$ cat src/rtl/rse_frame.sv
module rse_frame #(
  parameter int NLOW = 32,
  parameter int NSTK = 96,
  parameter int AW = 32,
  parameter logic [AW-1:0] BSP_BASE = 32'h1000,
  localparam int W = $clog2(NLOW + NSTK)
) (
  input  logic          clk,
  input  logic          rst_n,
  input  logic          op_valid,
  input  logic [1:0]    op_kind,
  input  logic [W-1:0]  op_sol,
  input  logic [W-1:0]  op_sof,
  output logic          ready,
  output logic [W-1:0]  cur_bof,
  output logic [W-1:0]  cur_sol,
  output logic [W-1:0]  cur_sof,
  output logic [W-1:0]  pfm_sol,
  output logic [W-1:0]  pfm_sof,
  input  logic [W-1:0]  lreg,
  output logic [W-1:0]  preg,
  output logic          preg_ok,
  output logic          mem_req,
  output logic          mem_we,
  output logic [AW-1:0] mem_addr,
  output logic [W-1:0]  mem_preg,
  input  logic          mem_gnt,
  output logic [AW-1:0] bsp
);
  function automatic logic [W-1:0] wrap(input logic [W:0] v);
    return (int'(v) >= NSTK) ? W'(int'(v) - NSTK) : W'(v);
  endfunction

  logic [W-1:0] nd, pend;
  logic         fill;
  logic [W-1:0] idx;
  logic         in_stk, acc, step;

  assign ready   = (pend == '0);
  assign mem_req = !ready;
  assign mem_we  = !fill;
  assign acc     = op_valid && ready;
  assign step    = mem_req && mem_gnt;

  assign mem_addr = fill ? bsp - AW'(8) : bsp;
  assign mem_preg = W'(NLOW) + (fill ? wrap({1'b0, cur_bof} + {1'b0, pend} - 1'b1)
                                     : wrap(W'(1)'(0) + {1'b0, cur_bof} + (W+1)'(NSTK) - {1'b0, nd}));

  assign in_stk  = int'(lreg) >= NLOW;
  assign idx     = lreg - W'(NLOW);
  assign preg    = in_stk ? W'(NLOW) + wrap({1'b0, cur_bof} + {1'b0, idx}) : lreg;
  assign preg_ok = !in_stk || (ready && idx < cur_sof);

  always_ff @(posedge clk) begin
    if (!rst_n) begin
      cur_bof <= '0; cur_sol <= '0; cur_sof <= '0;
      pfm_sol <= '0; pfm_sof <= '0;
      nd <= '0; pend <= '0; fill <= 1'b0;
      bsp <= BSP_BASE;
    end else if (acc) begin
      case (op_kind)
        2'd0: begin
          cur_sol <= op_sol;
          cur_sof <= op_sof;
          if (int'(nd) + int'(op_sof) > NSTK) begin
            pend <= W'(int'(nd) + int'(op_sof) - NSTK);
            fill <= 1'b0;
          end
        end
        2'd1: begin
          cur_bof <= wrap({1'b0, cur_bof} + {1'b0, cur_sol});
          nd      <= nd + cur_sol;
          cur_sof <= cur_sof - cur_sol;
          cur_sol <= '0;
          pfm_sol <= cur_sol;
          pfm_sof <= cur_sof;
        end
        2'd2: begin
          cur_bof <= wrap({1'b0, cur_bof} + (W+1)'(NSTK) - {1'b0, op_sol});
          cur_sol <= op_sol;
          cur_sof <= op_sof;
          if (op_sol > nd) begin
            nd   <= '0;
            pend <= op_sol - nd;
            fill <= 1'b1;
          end else begin
            nd <= nd - op_sol;
          end
        end
        default: ;
      endcase
    end else if (step) begin
      pend <= pend - 1'b1;
      if (fill) bsp <= bsp - AW'(8);
      else begin
        bsp <= bsp + AW'(8);
        nd  <= nd - 1'b1;
      end
    end
  end
endmodule


$ cat config.mk
export PLATFORM = sky130hd
export DESIGN_NAME = rse_frame
export DESIGN_NICKNAME = d
export VERILOG_FILES = /design/src/rtl/rse_frame.sv
export SDC_FILE = /design/constraint.sdc
export NUM_CORES = 1
export LEC_CHECK = 0
export BUFFER_PORTS_ARGS = -buffer_cell sky130_fd_sc_hd__buf_2
export CAP_MARGIN = 20
export CORE_UTILIZATION = 55
export CTS_BUF_LIST = sky130_fd_sc_hd__clkbuf_4 sky130_fd_sc_hd__clkbuf_8 sky130_fd_sc_hd__clkbuf_16
export CTS_CLUSTER_DIAMETER = 120
export DETAILED_ROUTE_END_ITERATION = 7
export PLACE_DENSITY = 0.79
export SYNTH_ARGS = -nofsm -noshare
export SYNTH_HDL_FRONTEND = slang
export SYNTH_SLANG_ARGS = --single-unit
$ cat constraint.sdc
create_clock -name clk -period 5.1 [get_ports clk]
set_input_delay 1.275 -clock clk [delete_from_list [all_inputs] [get_ports clk]]
set_output_delay 1.275 -clock clk [all_outputs]
set_load 0.1 [all_outputs]
# After elaboration in Yosys (flattened, before gate mapping)
# Cells that the tools add are included.
totals:
  reg_bits: 82
  input_bits: 27
  out_inout_bits: 117
  word_cells: 99
op_classes:
  add_sub_neg: 25
  n_lt_le_gt_ge: 9
  eq_ne: 9
  muxes: 25
  bitwise: 1
  reduce_logical: 21
op_table:
  columns: ["op", "count"]
  rows:
  - ["two-way mux 7 bit", 15]
  - ["case mux 7 bit (2 select lines)", 5]
  - ["two-way mux 32 bit", 2]
  - ["subtractor 7 bit, second input constant", 6]
  - [">= comparator 8 x 7 -> 1 bit, second input constant", 5]
  - ["adder 32 x 4 -> 32 bit, second input constant", 1]
  - ["adder 7 x 7 -> 8 bit", 4]
  - ["subtractor 32 x 4 -> 32 bit, second input constant", 1]
  - ["subtractor 7 bit", 3]
  - ["subtractor 8 x 7 -> 8 bit", 2]
  - ["adder 6 x 7 -> 7 bit, first input constant", 2]
  - ["subtractor 7 x 1 -> 7 bit, second input constant", 2]
  - ["adder 7 x 7 -> 8 bit, second input constant", 1]
  - ["> comparator 8 x 7 -> 1 bit, second input constant", 1]
  - ["AND reduction 2 bit", 4]
  - ["AND reduction 4 bit", 2]
  - ["nonzero test 2 bit", 4]
  - ["subtractor 8 x 1 -> 8 bit, second input constant", 1]
  - ["adder 7 bit", 1]
  - [">= comparator 7 x 6 -> 1 bit, second input constant", 1]
  - ["> comparator 7 bit", 1]
  - ["zero test 7 bit", 1]
  - ["< comparator 7 bit", 1]
  - ["subtractor 7 x 6 -> 7 bit, second input constant", 1]
  - ["other kinds (15)", 23]

# Logic depth before layout (Yosys ltp)
# Gate-level depths: netlist of run 1.
depth:
  depth_word: 6
  depth_mapped: 13
  mapped_depth_nobuf: 13

# Worst setup path before layout of run 1
# OpenSTA, ideal clock, no wires.
synth_timing:
  kind: "in2out"
  start: "input lreg[0]"
  end: "output preg[5]"
  t_arrival_ns: 5.804
  required_time_ns: 3.825
  slack_ns: -1.979
  cell_stages: 10
  n_path_buf: 0
  cell_sequence: "ha_1 inv_1 fa_1 nor2b_1 o21a_1 o21a_1 or4_1 o211ai_1 nor4bb_1 o41ai_1"
synth_between:
  elab_chain_len: 6
  word_cells_on_any_way: 8
  classes_between: "add/sub: 4; order compare: 2; mux: 2"
synth_rtl:
  columns: ["item", "line", "text"]
  rows:
  - ["start: declaration", "20", "input logic [W-1:0] lreg,"]
  - ["subtractor 7 x 6 -> 7 bit", "50", "assign idx = lreg - W'(NLOW);"]
  - ["adder 7 x 7 -> 8 bit", "51", "assign preg = in_stk ? W'(NLOW) + wrap({1'b0, cur_bof} + {1'b0, idx}) : lreg;"]
  - ["subtractor 7 bit or >= comparator 8 x 7 -> 1 bit (tied branches)", "31", "return (int'(v) >= NSTK) ? W'(int'(v) - NSTK) : W'(v);"]
  - ["two-way mux 7 bit", "31", null]
  - ["adder 6 x 7 -> 7 bit", "51", null]
  - ["two-way mux 7 bit *", "51", null]
  - ["end: declaration", "21", "output logic [W-1:0] preg,"]
# Every way passes the cells marked *; elsewhere a longest branch is shown, timed or not.

# Worst setup path in the final report of run 1
# Ends and elaborated chain as after synthesis.

==> impl_metrics.csv, run 1 <==
group,metric,value,unit
clock_network,clock_sinks,79,
timing,finClkSkew,7.81,ps
synth,synth_top_flop_cell,"dfxtp_1",
placed_design,hpwl,18400,um
timing,grt_setup_unrepaired,"false",
setup_path,r2r_setup_slack,1880,ps
route,finalWirelength,23900,um
global_route,grt_overflow,0,
die,die_y,125,um
die,placementRows,44,
setup_path,r2r_cells,9,
power_and_ir_drop,leakage,4.34,nW
setup_path,startpoint_type,"input port",
power_and_ir_drop,peakVddDrop,831,uV
route,vias,8545,
power_and_ir_drop,total_power,0.00569,W
setup_path,critPathKind,"in2out",
route,dr.pass1.iters,8,
setup_path,crit_buf_inv,3,
finish,num-fill-cells,1331,
run_status,violations,"DRC",
setup_path,cp_data_required_time,3830,ps
placed_design,port_buffers,137,
timing,slew_violations,0,
route,ant_nets,0,
setup_path,cp_max_fo,4,
min_path,hold_depth,2,
clock_network,cts_hold_buf,0,
setup_path,slowest_stage,"o41ai_2",
die,die_x,125,um
clock_network,path_clk_slew,60,ps
clock_network,clk_path_buf_depth,2,
placed_design,gp_congestion,0.970,
setup_path,critical_path_arrival,3660,ps
synth,synth-async-reset-ratio,0,
power_and_ir_drop,power_density,607,mW/mm2
route,viasPerCell,6.08,
die,die_area,0.0156,mm2
run_status,outcome,"finished with violations",
timing,post-route-min-period,4930,ps
route,drt_iter0_drc,696,
finish,drive_above_1_share,0.157,
synth,ys_seq_area_frac,0.191,
route,drc,56,
job,drv_cap,0,
clock_network,cts_setup_buffers,0,
clock_network,cts_max_level,3,
die,ios,144,
die,core_area,0.0146,mm2
timing,fin_tns_setup,0,ps
finish,layout.nets,1344,
die,initial_core_util,0.566,
timing,max_slew_margin,0.330,
placed_design,place_area,0.00908,mm2
synth,synth_common_cells,"nand2_1, inv_1, ha_1, a21oi_1, nor2_1",
setup_path,r2r-start,"nd[1]",
synth,synth_area_leaders,"dfxtp_1, ha_1, a21oi_1",
setup_path,crit_family,"compound AO/OA/AOI/OAI gates",
finish,areaGrowthSynthToFinish,13.2,%
setup_path,cpPeakStageDelay,420,ps
min_path,holdCritStartpoint,"pfm_sof[0]",
timing,tightest_slew,998,ps
synth,synth_enable_flop_cells,0,
timing,setup_viol,0,
setup_path,rr_endpoint,"pend[4]",
synth,synth.avg_cell_area,7.42,um2
synth,yosys.area.top_type,"dfxtp_1",
global_route,grt_max_degree,52,
timing,min_period_over_period,0.967,
min_path,hold_end,"pfm_sof[0]",
setup_path,cpMostUsedCell,"o21a_1",
synth,synth_area,0.00829,mm2
setup_path,crit_path_cell_trace,"buf_2 > ha_1 > inv_1 > fa_1 > nor2b_1 > o21a_1 > o21a_1 > or4_1 > o211ai_1 > nor4bb_1 > o41ai_2 > buf_12",
min_path,hold_path.class,"reg2reg",
global_route,track_usage,0.306,
synth,ys_warn_count,0,
global_route,grt_pass1_wl,38900,um
clock_network,cts_made_buffers,9,
finish,fin_area,0.00938,mm2
synth,yosys_register_bits,79,
clock_network,clock_latency,340,ps
clock_network,ctsResizeCount,0,
route,wl_per_cell,17.0,um
synth,synthDistinctLibCells,76,
clock_network,root_buffer,"clkbuf_16",
setup_path,endpoint_kind,"output pin",
timing,hold_viol,0,
global_route,grt_pass1_vias,7879,
synth,yosys.cell_count.top_type,"nand2_1",
synth,synth.top_cell.area_share,0.191,
global_route,antenna_found_initial,0,
timing,timing.fmax,0.203,GHz
synth,syn_inst,1118,
clock_network,cts_tree,"built",
==> through the flow <==
| step | hold slack [ps] | setup WS (ps) | cells | util |
|---|---|---|---|---|
| after CTS | 449 | 178 | 1405 | 0.641 |
| after global routing | 473 | 25.2 | 1405 | 0.641 |
| after floorplan | 475 | -658 | 1123 | - |
| after global placement | 437 | 293 | 1389 | 0.620 |
| after detailed placement | 441 | 183 | 1389 | 0.620 |
| final | 449 | 170 | 1406 | 0.641 |
==> area by class of cell <==
type,count,area [um2],area share
Clock inverter,3,42.5,0.00453
Inverter,95,357,0.0380
Tap cell,184,230,0.0245
Multi-Input combinational cell,886,6150,0.655
Clock buffer,13,262,0.0279
Timing Repair Buffer,145,761,0.0811
Sequential cell,79,1580,0.169
Antenna cell,1,2.50,0.000267
==> where the power goes <==
| group | internal, W | leakage (nW) | switching [W] |
|---|---|---|---|
| Clock | 0.000409 | 0.150 | 0.000266 |
| Sequential | 0.000700 | 0.641 | 0.000146 |
| Combinational | 0.00122 | 3.55 | 0.00295 |
| Total | 0.00233 | 4.34 | 0.00336 |
==> worst max path at each step <==
stage                     slack (ps)  startpoint  endpoint  depth (start not counted)
after global placement           290     lreg[0]   preg[5]                         12
after floorplan                 -660     lreg[0]   preg[5]                         10
final                            170     lreg[0]   preg[5]                         12
after detailed placement         180     lreg[0]   preg[5]                         12
after global routing              30     lreg[0]   preg[5]                         12
after CTS                        180     lreg[0]   preg[5]                         12
==> worst register-to-register path, delay by kind of cell (launching register included) <==
kind | cells | cell delay [ps]
buffers and inverters | 1 | 290
xor gates and xnor gates | 1 | 190
and+or+nand+nor | 2 | 480
adders and majority gates | 1 | 500
AOI/OAI and AO/OA | 4 | 1120
DFF | 1 | 540
==> registers in the layout (all words and copies together), names as in the netlist <==
signal and count:
bsp 29, cur_bof 7, cur_sol 7, pend 7
pfm_sol 7, fill 1, pfm_sof 7, cur_sof 7
nd 7
==> layout by cell type, fill, tap and decap left out, types with 22 or more instances in the layout <==
cell type	count
ha_1	91
nor2_1	83
xnor2_1	41
and3_1	22
nor3_1	33
dfxtp_1	78
nand3_1	29
inv_1	94
nand2_1	106
a21oi_1	86
xor2_1	39
buf_2	136
o21ai_0	55
==> cells by family after synthesis <==
group | count (synthesis) | share of synthesized area
and+or+nand+nor | 396 | 0.247
AOI/OAI and AO/OA | 285 | 0.218
buffers and inverters | 158 | 0.0759
adders and majority gates | 101 | 0.161
xor gates and xnor gates | 83 | 0.0877
DFF | 79 | 0.191
muxes | 15 | 0.0187
other | 1 | 0.000452
==> per-layer routing <==
metal | part of all wire | GRT usage | vias to the layer above | wire, um
li1 | - | - | 4159 | -
met1 | 0.43 | 0.384 | 3980 | 10300
met2 | 0.47 | 0.533 | 347 | 11300
met3 | 0.067 | 0.0387 | 59 | 1600
met4 | 0.032 | 0.114 | 0 | 754
met5 | 0 | 0 | - | 0
No activity file was read; power rests on OpenSTA's default activity.
==> run 2, diff against run 1 <==
--- a/config.mk
+++ b/config.mk
@@ -8,7 +8,7 @@
 export BUFFER_PORTS_ARGS = -buffer_cell sky130_fd_sc_hd__buf_2
 export CAP_MARGIN = 20
 export CORE_UTILIZATION = 55
-export CTS_BUF_LIST = sky130_fd_sc_hd__clkbuf_4 sky130_fd_sc_hd__clkbuf_8 sky130_fd_sc_hd__clkbuf_16
+export CTS_BUF_LIST = sky130_fd_sc_hd__clkbuf_8
 export CTS_CLUSTER_DIAMETER = 120
 export DETAILED_ROUTE_END_ITERATION = 7
 export PLACE_DENSITY = 0.79
==> run 2 against run 1 <==
Against the previous run: routed wire length decreased by 0.59%; the flow still finishes with violations (DRC); critical path type is now reg2out; register-to-register slack about the same; sequential power about the same; via count decreased by 0.55%; maximum frequency decreased by 0.34%; clock power decreased by 29%; setup slack got worse by 17 ps; worst hold slack improved by 3.2 ps; clock skew increased by 3.6 ps; combinational power about the same.
==> impl_metrics.csv, run 2 (synthesis results as in run 1) <==
group,metric,value,unit
clock_network,root_buffer,"clkbuf_8",
route,drt_iter0_drc,708,
timing,hold_viol,0,
setup_path,critical_path_arrival,3670,ps
finish,layout.nets,1344,
power_and_ir_drop,swShare,0.608,
finish,top_register,"bsp",
placed_design,hpwl,18400,um
finish,drive_above_1_share,0.155,
setup_path,endpoint_kind,"output pin",
clock_network,clock_latency,370,ps
route,wl_per_cell,16.9,um
timing,min_period_over_period,0.970,
finish,antenna_cells,0,
die,placementRows,44,
power_and_ir_drop,peakVddDrop,831,uV
die,initial_core_util,0.566,
clock_network,path_clk_slew,90,ps
setup_path,startpoint_type,"flop",
setup_path,crit_buf_inv,4,
route,dr.pass1.iters,8,
placed_design,gp_congestion,0.970,
timing,max_slew_margin,0.332,
clock_network,clock_sinks,79,
timing,whs,452,ps
timing,tightest_slew,996,ps
route,finalWirelength,23800,um
setup_path,cpMostUsedCell,"inv_1",
timing,timing.fmax,0.202,GHz
setup_path,critPathKind,"reg2out",
clock_network,cts_tree,"built",
power_and_ir_drop,power.switching,0.00334,W
power_and_ir_drop,combPwrFrac,0.759,
setup_path,slowest_stage,"or4b_2",
timing,setup_viol,0,
route,vias,8498,
clock_network,ctsResizeCount,0,
die,core_area,0.0146,mm2
global_route,grt_max_degree,52,
setup_path,cp_data_required_time,3830,ps
clock_network,cts_hold_buf,0,
timing,post-route-min-period,4950,ps
route,drc,29,
global_route,antenna_found_initial,0,
power_and_ir_drop,power_density,592,mW/mm2
die,die_y,125,um
power_and_ir_drop,leakage,4.30,nW
setup_path,cpPeakStageDelay,610,ps
placed_design,port_buffers,137,
clock_network,cts_made_buffers,9,
setup_path,crit_family,"simple AND/OR/NAND/NOR gates",
finish,areaGrowthSynthToFinish,11.8,%
power_and_ir_drop,internal_power,0.00215,W
min_path,hold_path.class,"reg2reg",
job,drv_cap,0,
die,die_area,0.0156,mm2
clock_network,cts_setup_buffers,0,
power_and_ir_drop,p_seq_frac,0.154,
finish,layout_common_cells,"buf_2, nand2_1, inv_1",
setup_path,cp_max_fo,3,
finish,mostFrequentLayoutCell,"buf_2",
global_route,grt_pass1_wl,38500,um
setup_path,crit_path_cell_trace,"inv_1 > ha_1 > inv_1 > ha_1 > inv_1 > fa_1 > nor2b_1 > o31a_1 > or4b_2 > o311ai_0 > nor2_1 > xor2_1 > mux2i_4 > buf_2",
die,ios,144,
die,die_x,125,um
finish,largest_reg_flops,29,
power_and_ir_drop,clockPowerShare,0.087,
route,ant_nets,0,
timing,finClkSkew,11.4,ps
global_route,track_usage,0.303,
timing,slew_violations,0,
clock_network,clk_path_buf_depth,2,
run_status,outcome,"finished with violations",
global_route,grt_overflow,0,
run_status,violations,"DRC",
setup_path,r2r_setup_slack,1870,ps
finish,num-fill-cells,1360,
timing,grt_setup_unrepaired,"false",
global_route,grt_pass1_vias,7824,
route,viasPerCell,6.05,
power_and_ir_drop,total_power,0.00549,W
clock_network,cts_max_level,3,
## run 2: cell count changes in the layout (fill, tap and decap cells not counted)
cell	before	now
diode_2	1	0
clkbuf_16	9	0
clkbuf_4	3	0
clkbuf_8	1	10
inv_1	94	97
## run 2: per-layer routing
| layer | up-vias | wire (um) | global-route usage |
|---|---|---|---|
| li1 | 4151 | - | - |
| met4 | 0 | 721 | 0.116 |
| met5 | - | 0 | 0 |
| met3 | 57 | 1640 | 0.0339 |
| met2 | 335 | 11200 | 0.529 |
| met1 | 3955 | 10200 | 0.380 |
## run 2: final timing paths
path / cells past startpoint / from / end
worst max-delay path: 14 / cur_bof[1] / mem_preg[6]
worst min-delay path: 2 / pfm_sof[0] / pfm_sof[0]
worst max register to register: 9 / nd[1] / pend[4]
worst min register to register: 2 / pfm_sof[0] / pfm_sof[0]
## run 2: area by class of cell
| type | instances | area [um2] | area share |
|---|---|---|---|
| Multi-Input combinational cell | 886 | 6150 | 0.663 |
| Sequential cell | 79 | 1580 | 0.171 |
| Inverter | 95 | 357 | 0.0385 |
| Timing Repair Buffer | 145 | 761 | 0.0821 |
| Tap cell | 184 | 230 | 0.0248 |
| Clock buffer | 10 | 138 | 0.0148 |
| Clock inverter | 6 | 53.8 | 0.00580 |
## run 2: through the flow
| stage | cells | cell area [um2] | TNS, ps | setup slack (ps) | util |
|---|---|---|---|---|---|
| after detailed placement | 1389 | 9080 | 0 | 183 | 0.620 |
| after global routing | 1405 | 9270 | 0 | 4.27 | 0.633 |
| after CTS | 1405 | 9270 | 0 | 141 | 0.633 |
| final | 1405 | 9270 | 0 | 153 | 0.633 |
| after global placement | 1389 | 9080 | 0 | 293 | 0.620 |
| after floorplan | 1123 | 8360 | -898 | -658 | - |
## run 2: power by group through the flow
stage	registers [W]	logic (W)	clock network [W]
after floorplan	0.00110	0.00314	0
after global placement	0.000852	0.00406	0
after detailed placement	0.000853	0.00411	0
after CTS	0.000839	0.00413	0.000488
after global routing	0.000854	0.00449	0.000512
final	0.000843	0.00417	0.000480
## run 2: worst register-to-register path, cell delays in order, from the launching register on
cell and delay, ps:
dfxtp_1 540, inv_1 290, fa_1 500, nor2b_1 230, o22ai_1 140, xnor2_1 180, o31a_1 260, a211o_1 430
and4_1 250, a311o_1 310
